## config.mk

```make
export PLATFORM = sky130hd
export DESIGN_NAME = mbist_ctrl
export DESIGN_NICKNAME = d
export VERILOG_FILES = /design/src/rtl/mbist_pkg.sv /design/src/rtl/mbist_reset_sync.sv /design/src/rtl/mbist_addr_map.sv /design/src/rtl/mbist_rotor.sv /design/src/rtl/mbist_settle_timer.sv /design/src/rtl/mbist_ctrl.sv
export SDC_FILE = /design/constraint.sdc
export NUM_CORES = 1
export LEC_CHECK = 0
export CAP_MARGIN = 20
export CORE_AREA = 10 10 109 160
export CTS_BUF_LIST = sky130_fd_sc_hd__clkbuf_2
export DETAILED_ROUTE_END_ITERATION = 7
export DIE_AREA = 0 0 119 170
export DONT_BUFFER_PORTS = 1
export PLACE_DENSITY = 0.49
export SYNTH_ARGS = -nofsm -noshare
export SYNTH_HDL_FRONTEND = slang
export SYNTH_HIERARCHICAL = 1
export SYNTH_SLANG_ARGS = --single-unit
export TNS_END_PERCENT = 10
```

## constraint.sdc

```tcl
create_clock -name clk -period 3.15 [get_ports clk]
set_input_delay 0 -clock clk [delete_from_list [all_inputs] [get_ports clk]]
set_output_delay 0 -clock clk [all_outputs]
set_load 0.005 [all_outputs]
```

## src/rtl/mbist_pkg.sv

```systemverilog
package mbist_pkg;

  typedef enum logic [3:0] {
    ST_IDLE,
    ST_FILL,
    ST_DELAY,
    ST_VERIFY,
    ST_WALK1,
    ST_WALK0,
    ST_ADDR,
    ST_ADDRINV,
    ST_DONE
  } st_e;

  // Phase codes as reported on fail_phase
  typedef enum logic [2:0] {
    PH_NONE    = 3'd0,
    PH_CHK_A   = 3'd1,
    PH_CHK_B   = 3'd2,
    PH_WALK1   = 3'd3,
    PH_WALK0   = 3'd4,
    PH_ADDR    = 3'd5,
    PH_ADDRINV = 3'd6
  } phase_e;

  // Sub-steps used by the verify sweep and the circulate tests
  typedef enum logic [2:0] {
    SS_INIT,
    SS_READ,
    SS_MODIFY,
    SS_FINAL,
    SS_CHECK
  } step_e;

endpackage

```

## src/rtl/mbist_reset_sync.sv

```systemverilog
module mbist_reset_sync (
  input  logic clk,
  input  logic arst_n,
  output logic srst_n
);

  logic [1:0] sync_q;

  always_ff @(posedge clk or negedge arst_n) begin
    if (!arst_n) begin
      sync_q <= 2'b00;
    end else begin
      sync_q <= {sync_q[0], 1'b1};
    end
  end

  assign srst_n = sync_q[1];

endmodule

```

## src/rtl/mbist_addr_map.sv

```systemverilog
module mbist_addr_map
  import mbist_pkg::*;
#(
  parameter int ADDR_W = 8,
  parameter int DATA_W = 8
) (
  input  phase_e              phase_i,
  input  logic [ADDR_W-1:0]   idx_i,
  output logic [ADDR_W-1:0]   addr_o,
  output logic [DATA_W-1:0]   pat_o,
  output logic [ADDR_W-1:0]   last_o
);

  localparam logic [DATA_W-1:0] PAT_A   = {(DATA_W/8){8'hA5}};
  localparam logic [DATA_W-1:0] PAT_B   = {(DATA_W/8){8'h5A}};
  localparam logic [DATA_W-1:0] PAT_SIG = {(DATA_W/8){8'h3C}};
  localparam logic [ADDR_W-1:0] LINE_LAST = ADDR_W'(ADDR_W);

  // Entry k (k >= 1) selects address bit k-1; entry 0 selects none
  logic [ADDR_W-1:0] line_sel;

  genvar gi;
  generate
    for (gi = 0; gi < ADDR_W; gi++) begin : g_line_dec
      assign line_sel[gi] = (idx_i == ADDR_W'(gi + 1));
    end
  endgenerate

  always_comb begin
    addr_o = idx_i;
    pat_o  = '0;
    last_o = '1;
    case (phase_i)
      PH_CHK_A: pat_o = PAT_A;
      PH_CHK_B: pat_o = PAT_B;
      PH_ADDR: begin
        addr_o = line_sel;
        pat_o  = DATA_W'(idx_i) ^ PAT_SIG;
        last_o = LINE_LAST;
      end
      PH_ADDRINV: begin
        addr_o = ~line_sel;
        pat_o  = DATA_W'(idx_i) ^ PAT_SIG;
        last_o = LINE_LAST;
      end
      default: pat_o = '0;
    endcase
  end

endmodule

```

## src/rtl/mbist_rotor.sv

```systemverilog
module mbist_rotor #(
  parameter int DATA_W = 8
) (
  input  logic [DATA_W-1:0] din_i,
  input  logic              cin_i,
  output logic [DATA_W-1:0] rot_o,
  output logic              cout_o,
  output logic [DATA_W-1:0] inc_o
);

  assign rot_o  = {din_i[DATA_W-2:0], cin_i};
  assign cout_o = din_i[DATA_W-1];
  assign inc_o  = din_i + DATA_W'(1);

endmodule

```

## src/rtl/mbist_settle_timer.sv

```systemverilog
module mbist_settle_timer #(
  parameter int SETTLE = 16
) (
  input  logic clk,
  input  logic rst_n,
  input  logic load_i,
  input  logic run_i,
  output logic expired_o
);

  localparam int CNT_W = (SETTLE < 2) ? 1 : $clog2(SETTLE + 1);
  localparam int LOAD  = SETTLE - 1;

  logic [CNT_W-1:0] cnt_q, cnt_d;
  logic             cnt_en;

  assign expired_o = (cnt_q == '0);
  assign cnt_en    = load_i | (run_i & ~expired_o);

  always_comb begin
    if (load_i) begin
      cnt_d = CNT_W'(LOAD);
    end else begin
      cnt_d = cnt_q - CNT_W'(1);
    end
  end

  always_ff @(posedge clk or negedge rst_n) begin
    if (!rst_n) begin
      cnt_q <= '0;
    end else if (cnt_en) begin
      cnt_q <= cnt_d;
    end
  end

endmodule

```

## src/rtl/mbist_ctrl.sv

```systemverilog
module mbist_ctrl
  import mbist_pkg::*;
#(
  parameter int ADDR_W = 8,
  parameter int DATA_W = 8,
  parameter int SETTLE = 16
) (
  input  logic              clk,
  input  logic              rst_n,
  input  logic              start,
  output logic              mem_en,
  output logic              mem_we,
  output logic [ADDR_W-1:0] mem_addr,
  output logic [DATA_W-1:0] mem_wdata,
  input  logic [DATA_W-1:0] mem_rdata,
  output logic              busy,
  output logic              done,
  output logic              pass,
  output logic              fail,
  output logic [ADDR_W-1:0] fail_addr,
  output logic [2:0]        fail_phase
);

  localparam int                ROT_W    = $clog2(DATA_W + 1);
  localparam logic [ROT_W-1:0]  ROT_LAST = ROT_W'(DATA_W);

  logic srst_n;

  st_e               st_q, st_d;
  phase_e            ph_q, ph_d;
  step_e             step_q, step_d;
  logic [ADDR_W-1:0] idx_q, idx_d;
  logic [ROT_W-1:0]  rot_q, rot_d;
  logic              carry_q, carry_d;

  logic              pass_q, pass_d, fail_q, fail_d, res_en;
  logic [ADDR_W-1:0] fail_addr_q;
  phase_e            fail_phase_q;
  logic              cap_en, cap_clr;

  logic [ADDR_W-1:0] map_addr, map_last;
  logic [DATA_W-1:0] map_pat;
  logic [DATA_W-1:0] rot_dout, rot_inc;
  logic              rot_cout;
  logic              tmr_load, tmr_run, tmr_expired;
  logic              walk_one, walk_bad;

  mbist_reset_sync u_rst_sync (
    .clk    (clk),
    .arst_n (rst_n),
    .srst_n (srst_n)
  );

  mbist_addr_map #(.ADDR_W(ADDR_W), .DATA_W(DATA_W)) u_map (
    .phase_i (ph_q),
    .idx_i   (idx_q),
    .addr_o  (map_addr),
    .pat_o   (map_pat),
    .last_o  (map_last)
  );

  mbist_rotor #(.DATA_W(DATA_W)) u_rotor (
    .din_i  (mem_rdata),
    .cin_i  (carry_q),
    .rot_o  (rot_dout),
    .cout_o (rot_cout),
    .inc_o  (rot_inc)
  );

  mbist_settle_timer #(.SETTLE(SETTLE)) u_timer (
    .clk       (clk),
    .rst_n     (srst_n),
    .load_i    (tmr_load),
    .run_i     (tmr_run),
    .expired_o (tmr_expired)
  );

  assign walk_one = (st_q == ST_WALK1);

  // Next-state and port decode
  always_comb begin
    st_d      = st_q;
    ph_d      = ph_q;
    step_d    = step_q;
    idx_d     = idx_q;
    rot_d     = rot_q;
    carry_d   = carry_q;
    pass_d    = pass_q;
    fail_d    = fail_q;
    res_en    = 1'b0;
    cap_en    = 1'b0;
    cap_clr   = 1'b0;
    mem_en    = 1'b0;
    mem_we    = 1'b0;
    mem_addr  = map_addr;
    mem_wdata = map_pat;
    tmr_load  = 1'b0;
    tmr_run   = 1'b0;
    walk_bad  = 1'b0;

    case (st_q)
      ST_IDLE, ST_DONE: begin
        if (start) begin
          st_d    = ST_FILL;
          ph_d    = PH_CHK_A;
          idx_d   = '0;
          res_en  = 1'b1;
          pass_d  = 1'b0;
          fail_d  = 1'b0;
          cap_clr = 1'b1;
        end
      end

      ST_FILL, ST_ADDR, ST_ADDRINV: begin
        mem_en = 1'b1;
        mem_we = 1'b1;
        if (idx_q == map_last) begin
          st_d     = ST_DELAY;
          idx_d    = '0;
          tmr_load = 1'b1;
        end else begin
          idx_d = idx_q + ADDR_W'(1);
        end
      end

      ST_DELAY: begin
        tmr_run = 1'b1;
        if (tmr_expired) begin
          st_d   = ST_VERIFY;
          step_d = SS_READ;
        end
      end

      ST_VERIFY: begin
        if (step_q == SS_READ) begin
          mem_en = 1'b1;
          step_d = SS_CHECK;
        end else if (mem_rdata != map_pat) begin
          st_d   = ST_DONE;
          res_en = 1'b1;
          fail_d = 1'b1;
          cap_en = 1'b1;
        end else if (idx_q != map_last) begin
          idx_d  = idx_q + ADDR_W'(1);
          step_d = SS_READ;
        end else begin
          idx_d  = '0;
          step_d = SS_INIT;
          case (ph_q)
            PH_CHK_A: begin
              st_d = ST_FILL;
              ph_d = PH_CHK_B;
            end
            PH_CHK_B: begin
              st_d = ST_WALK1;
              ph_d = PH_WALK1;
            end
            PH_ADDR: begin
              st_d = ST_ADDRINV;
              ph_d = PH_ADDRINV;
            end
            default: begin
              st_d   = ST_DONE;
              res_en = 1'b1;
              pass_d = 1'b1;
            end
          endcase
        end
      end

      ST_WALK1, ST_WALK0: begin
        case (step_q)
          SS_INIT: begin
            mem_en    = 1'b1;
            mem_we    = 1'b1;
            mem_wdata = walk_one ? '0 : '1;
            carry_d   = walk_one;
            rot_d     = '0;
            step_d    = SS_READ;
          end
          SS_READ: begin
            mem_en = 1'b1;
            step_d = SS_MODIFY;
          end
          SS_MODIFY: begin
            mem_en    = 1'b1;
            mem_we    = 1'b1;
            mem_wdata = rot_dout;
            carry_d   = rot_cout;
            if (rot_q == ROT_LAST) begin
              step_d = SS_FINAL;
            end else begin
              rot_d  = rot_q + ROT_W'(1);
              step_d = SS_READ;
            end
          end
          SS_FINAL: begin
            mem_en = 1'b1;
            step_d = SS_CHECK;
          end
          default: begin
            if (walk_one) begin
              walk_bad = !carry_q || (mem_rdata != '0);
            end else begin
              mem_en    = 1'b1;
              mem_we    = 1'b1;
              mem_wdata = rot_inc;
              walk_bad  = carry_q || (rot_inc != '0);
            end
            if (walk_bad) begin
              st_d   = ST_DONE;
              res_en = 1'b1;
              fail_d = 1'b1;
              cap_en = 1'b1;
            end else if (idx_q != map_last) begin
              idx_d  = idx_q + ADDR_W'(1);
              step_d = SS_INIT;
            end else begin
              idx_d  = '0;
              step_d = SS_INIT;
              if (walk_one) begin
                st_d = ST_WALK0;
                ph_d = PH_WALK0;
              end else begin
                st_d = ST_ADDR;
                ph_d = PH_ADDR;
              end
            end
          end
        endcase
      end

      default: st_d = ST_IDLE;
    endcase
  end

  // Sequencer registers
  always_ff @(posedge clk or negedge srst_n) begin
    if (!srst_n) begin
      st_q    <= ST_IDLE;
      ph_q    <= PH_NONE;
      step_q  <= SS_INIT;
      idx_q   <= '0;
      rot_q   <= '0;
      carry_q <= 1'b0;
    end else begin
      st_q    <= st_d;
      ph_q    <= ph_d;
      step_q  <= step_d;
      idx_q   <= idx_d;
      rot_q   <= rot_d;
      carry_q <= carry_d;
    end
  end

  // Verdict registers, enabled only at run start and run end
  always_ff @(posedge clk or negedge srst_n) begin
    if (!srst_n) begin
      pass_q <= 1'b0;
      fail_q <= 1'b0;
    end else if (res_en) begin
      pass_q <= pass_d;
      fail_q <= fail_d;
    end
  end

  // Failure capture registers
  always_ff @(posedge clk or negedge srst_n) begin
    if (!srst_n) begin
      fail_addr_q  <= '0;
      fail_phase_q <= PH_NONE;
    end else if (cap_clr) begin
      fail_addr_q  <= '0;
      fail_phase_q <= PH_NONE;
    end else if (cap_en) begin
      fail_addr_q  <= mem_addr;
      fail_phase_q <= ph_q;
    end
  end

  assign busy       = (st_q != ST_IDLE) && (st_q != ST_DONE);
  assign done       = (st_q == ST_DONE);
  assign pass       = pass_q;
  assign fail       = fail_q;
  assign fail_addr  = fail_addr_q;
  assign fail_phase = fail_phase_q;


  busy_done_excl_chk: assert property (@(posedge clk) disable iff (!srst_n)
    !(busy && done));


  we_needs_en_chk: assert property (@(posedge clk) disable iff (!srst_n)
    mem_we |-> mem_en);


  idle_port_quiet_chk: assert property (@(posedge clk) disable iff (!srst_n)
    !busy |-> !mem_en);


  settle_quiet_chk: assert property (@(posedge clk) disable iff (!srst_n)
    (st_q == ST_DELAY) |-> !mem_en);


  verdict_onehot_chk: assert property (@(posedge clk) disable iff (!srst_n)
    $onehot0({pass, fail}));


  fail_code_chk: assert property (@(posedge clk) disable iff (!srst_n)
    fail |-> (fail_phase != 3'd0) && done);


  result_hold_chk: assert property (@(posedge clk) disable iff (!srst_n)
    (done && !start) |=> (done && $stable(fail_addr) && $stable(fail_phase)
                          && $stable(pass) && $stable(fail)));


  pass_code_chk: assert property (@(posedge clk) disable iff (!srst_n)
    pass |-> (fail_phase == 3'd0));


  start_launch_chk: assert property (@(posedge clk) disable iff (!srst_n)
    (!busy && start) |=> (busy && !pass && !fail));


  start_ignored_chk: assert property (@(posedge clk) disable iff (!srst_n)
    (busy && start) |=> (busy || done));


  walk0_clears_chk: assert property (@(posedge clk) disable iff (!srst_n)
    (st_q == ST_WALK0 && step_q == SS_CHECK && st_d != ST_DONE)
      |-> (mem_we && mem_wdata == '0));

endmodule

```

==> results.md <==
- Synth warnings: 6
- Synth Register Bits: 43
- Number of I/O pins: 44
- Placeable Area: ~14,000 um2
- Hold Fails Final Rpt: 0
- Worst Max-Slew Pin Slew: 0.966 ns
- Clock Tree Buf Depth: 2
- Max incr delay on CP: between 0.5 and 0.6 ns
- CP max FO: 10
- Tmin final: between 2 and 3 ns
- Highest clock rate: 0.343 GHz
- Distinct cells, synth: 70
- Root Buffer: clkbuf_2
- # setup viols final: 0
- Final period utilization: slightly above 90%
- Syn avg cell area: 8.44 um2
- Worst-path cell chain: nand3b_2, o21ai_0, xnor2_1, nand4_1, o21ai_2, nand4_4, or2_1, o31ai_4
- Pre-CTS setup slack: about 0.25 ns
- Share of cells above drive strength 1: 12.3%
- Pwr dens: 670 nW/um2
- Largest net degree at the start of global routing: 42
- Top_reg_cell synth: dfrtp_1
- Worst EP required: 3.51 ns
- Final net count: 430
- Clock-pin slew on the worst setup and hold paths: around 0.26 ns
- Status: completed
- Die W: about 120 um
- Port bufs: 0
- CTS tree: built
- Max cap viols: 0
- Initial Util: 24.7%
- Most frequent cell after synthesis: dfrtp_1
- HPWL after DPL: approximately 8.6 mm
- GRT overflow: 0
- Setup bufs post-CTS: 0
- Post-layout util: 26.6%
- Number of global-route vias before repair: 3,105
- WHS: ~0.016 ns
- WP data arrival: 3.27 ns
- Synth top area cells: dfrtp_1 30%, o21ai_0 5.3%, xnor2_1 4.7%, nand2_1 4.1%, nor2_1 4.0%
- Drt via density: slightly above 5
- Post-Route Setup TNS: 0 ns
- P_leak: about 0.0015 uW
- CP Launch Type: flip-flop
- Antenna diode count: 0
- Die area: 20,200 um2
- Gpl congestion: ~0.93
- Synth cell count leaders: 43 x dfrtp_1, 39 x nand2_1, 38 x nor2_1, 38 x o21ai_0, 22 x a21oi_1
- WL/cell: roughly 18 um
- Cells after synthesis: around 420
- Top Family by Delay on Critical Path: simple AND/OR/NAND/NOR gates
- Dominant cell type by area after synthesis: dfrtp_1
- Fin cells: about 610
- Mapped cell area: about 3600 um2
- Buf/Inv on CP: 0
- First-pass GRT wire length: 17.5 mm
- Critical path type: reg2reg
- Mapped Nets: 440
- First-pass DRT Iterations: 6
- Final setup margin: 0.234 ns
- Vias: between 3,000 and 4,000
- # clock sinks: 43
- Post-route DRC: 0
- DIE HEIGHT: 170 um
- Setup Skew: about 0.035 ns
- Cell Rows: 54
- Number of synthesized flops with an enable pin: 0
- Routed Antenna Nets: 0
- Fillers: approximately 1,600
- Total CTS buffers: 5
- GRT Util Overall: around 11%
- Sequential area share after synthesis: 30.1%
- Critical Path Sink Type: flip-flop
- Initial antenna violation count: 0
- H-tree levels: 2
- Drt initial violations: about 150
- Slew HR: a little over a third
- RSZ-0062 raised after global routing: false
- Synth top area share: 30.1%
- Final Max Slew Viols: 0
- Worst-Skew Late Latency: around 0.45 ns
- Placed cell count: between 500 and 600
- Async SR Flop Fraction: between 90% and 100%
- Area growth, synth to finish: 7.38%
- Worst vdd ir: approximately 0.34 mV
- Hold Crit Class: in2reg
- Crit path max-delay cell type: dfrtp_1
- Drt total wl: roughly 11 mm
==> layer usage <==
metal  up-vias  GRT usage, %  wire [um]
li1       1508             -          -
met1      1525          11.3       4170
met2        84          20.3       6120
met3        35          1.62        356
met4         0          4.85        467
met5         -             0          0
==> placed cells by master, fill, tap and decap left out, drive strengths merged, types with 7 or more instances in the layout <==
| cell type | n |
|---|---|
| nand2 | 40 |
| o2bb2ai | 7 |
| a21oi | 23 |
| nand4 | 7 |
| mux2i | 8 |
| a22o | 14 |
| nor2b | 7 |
| dfrtp | 43 |
| o21ai | 43 |
| inv | 18 |
| nor3 | 16 |
| a221o | 10 |
| nor2 | 38 |
| buf | 12 |
| xnor2 | 19 |
| nand3 | 13 |
==> worst min-delay path, stage by stage <==
cell	delay [ns]
nor2_1	0.06
o21ai_0	0.09
nand2_1	0.08
a21oi_2	0.06
o21ai_0	0.16
==> worst paths after layout <==
| path | start | end | slack [ns] | cells after the start |
|---|---|---|---|---|
| max in group asynchronous | u_rst_sync/sync_q[1] | idx_q[7] | 2.12 | 0 |
| min | start | st_q[3] | 0.02 | 5 |
| max | ph_q[1] | idx_q[3] | 0.23 | 8 |
| min in group asynchronous | rst_n | u_rst_sync/sync_q[1] | 0.27 | 2 |
| min reg2reg | u_rst_sync/sync_q[0] | u_rst_sync/sync_q[1] | 0.39 | 0 |
| max reg2reg | ph_q[1] | idx_q[3] | 0.23 | 8 |
==> timing repair <==
item,4_1_cts,5_1_grt
hold endpoints to repair,6,0
gates resized for setup,0,2
hold buffers,4,0
setup endpoints to repair,0,4
==> cells by family after synthesis <==
group / synth area share, %
AO/OA/AOI/OAI: 23.0
XOR/XNOR: 5.88
adder cells (fa/ha/maj): 1.75
buffers and inverters: 7.73
flip-flops: 30.1
multiplexers: 4.13
other: 0.210
AND/OR/NAND/NOR: 27.2
==> area by class of cell <==
cell class	instances	area, um2	share of cell area [%]
Multi-Input combinational cell	330	2230	58.1
Sequential cell	43	1080	28.0
Tap cell	196	245	6.38
Timing Repair Buffer	16	130	3.39
Inverter	18	67.6	1.76
Clock inverter	2	60.1	1.56
Clock buffer	6	30.0	0.782
==> metrics by stage <==
stage | total power [uW] | area [um2]
3_3_place_gp | 2150 | 3700
4_1_cts | 2590 | 3830
5_1_grt | 2770 | 3840
2_1_floorplan | 1800 | 3580
3_5_place_dp | 2160 | 3700
6_report | 2570 | 3840
==> state kept, by name, indices dropped and copies added (netlist names) <==
signal             count
ph_q                   3
carry_q                1
fail_addr              8
u_timer/cnt_q          5
u_rst_sync/sync_q      2
idx_q                  8
step_q                 3
fail_phase             3
fail                   1
rot_q                  4
pass                   1
st_q                   4
==> power breakdown <==
part | switching [uW] | internal (uW) | leakage [uW]
clock network | 199 | 217 | 0.0000532
registers | 172 | 652 | 0.000562
logic | 821 | 511 | 0.000861
Power figures use the tool's default switching activity.
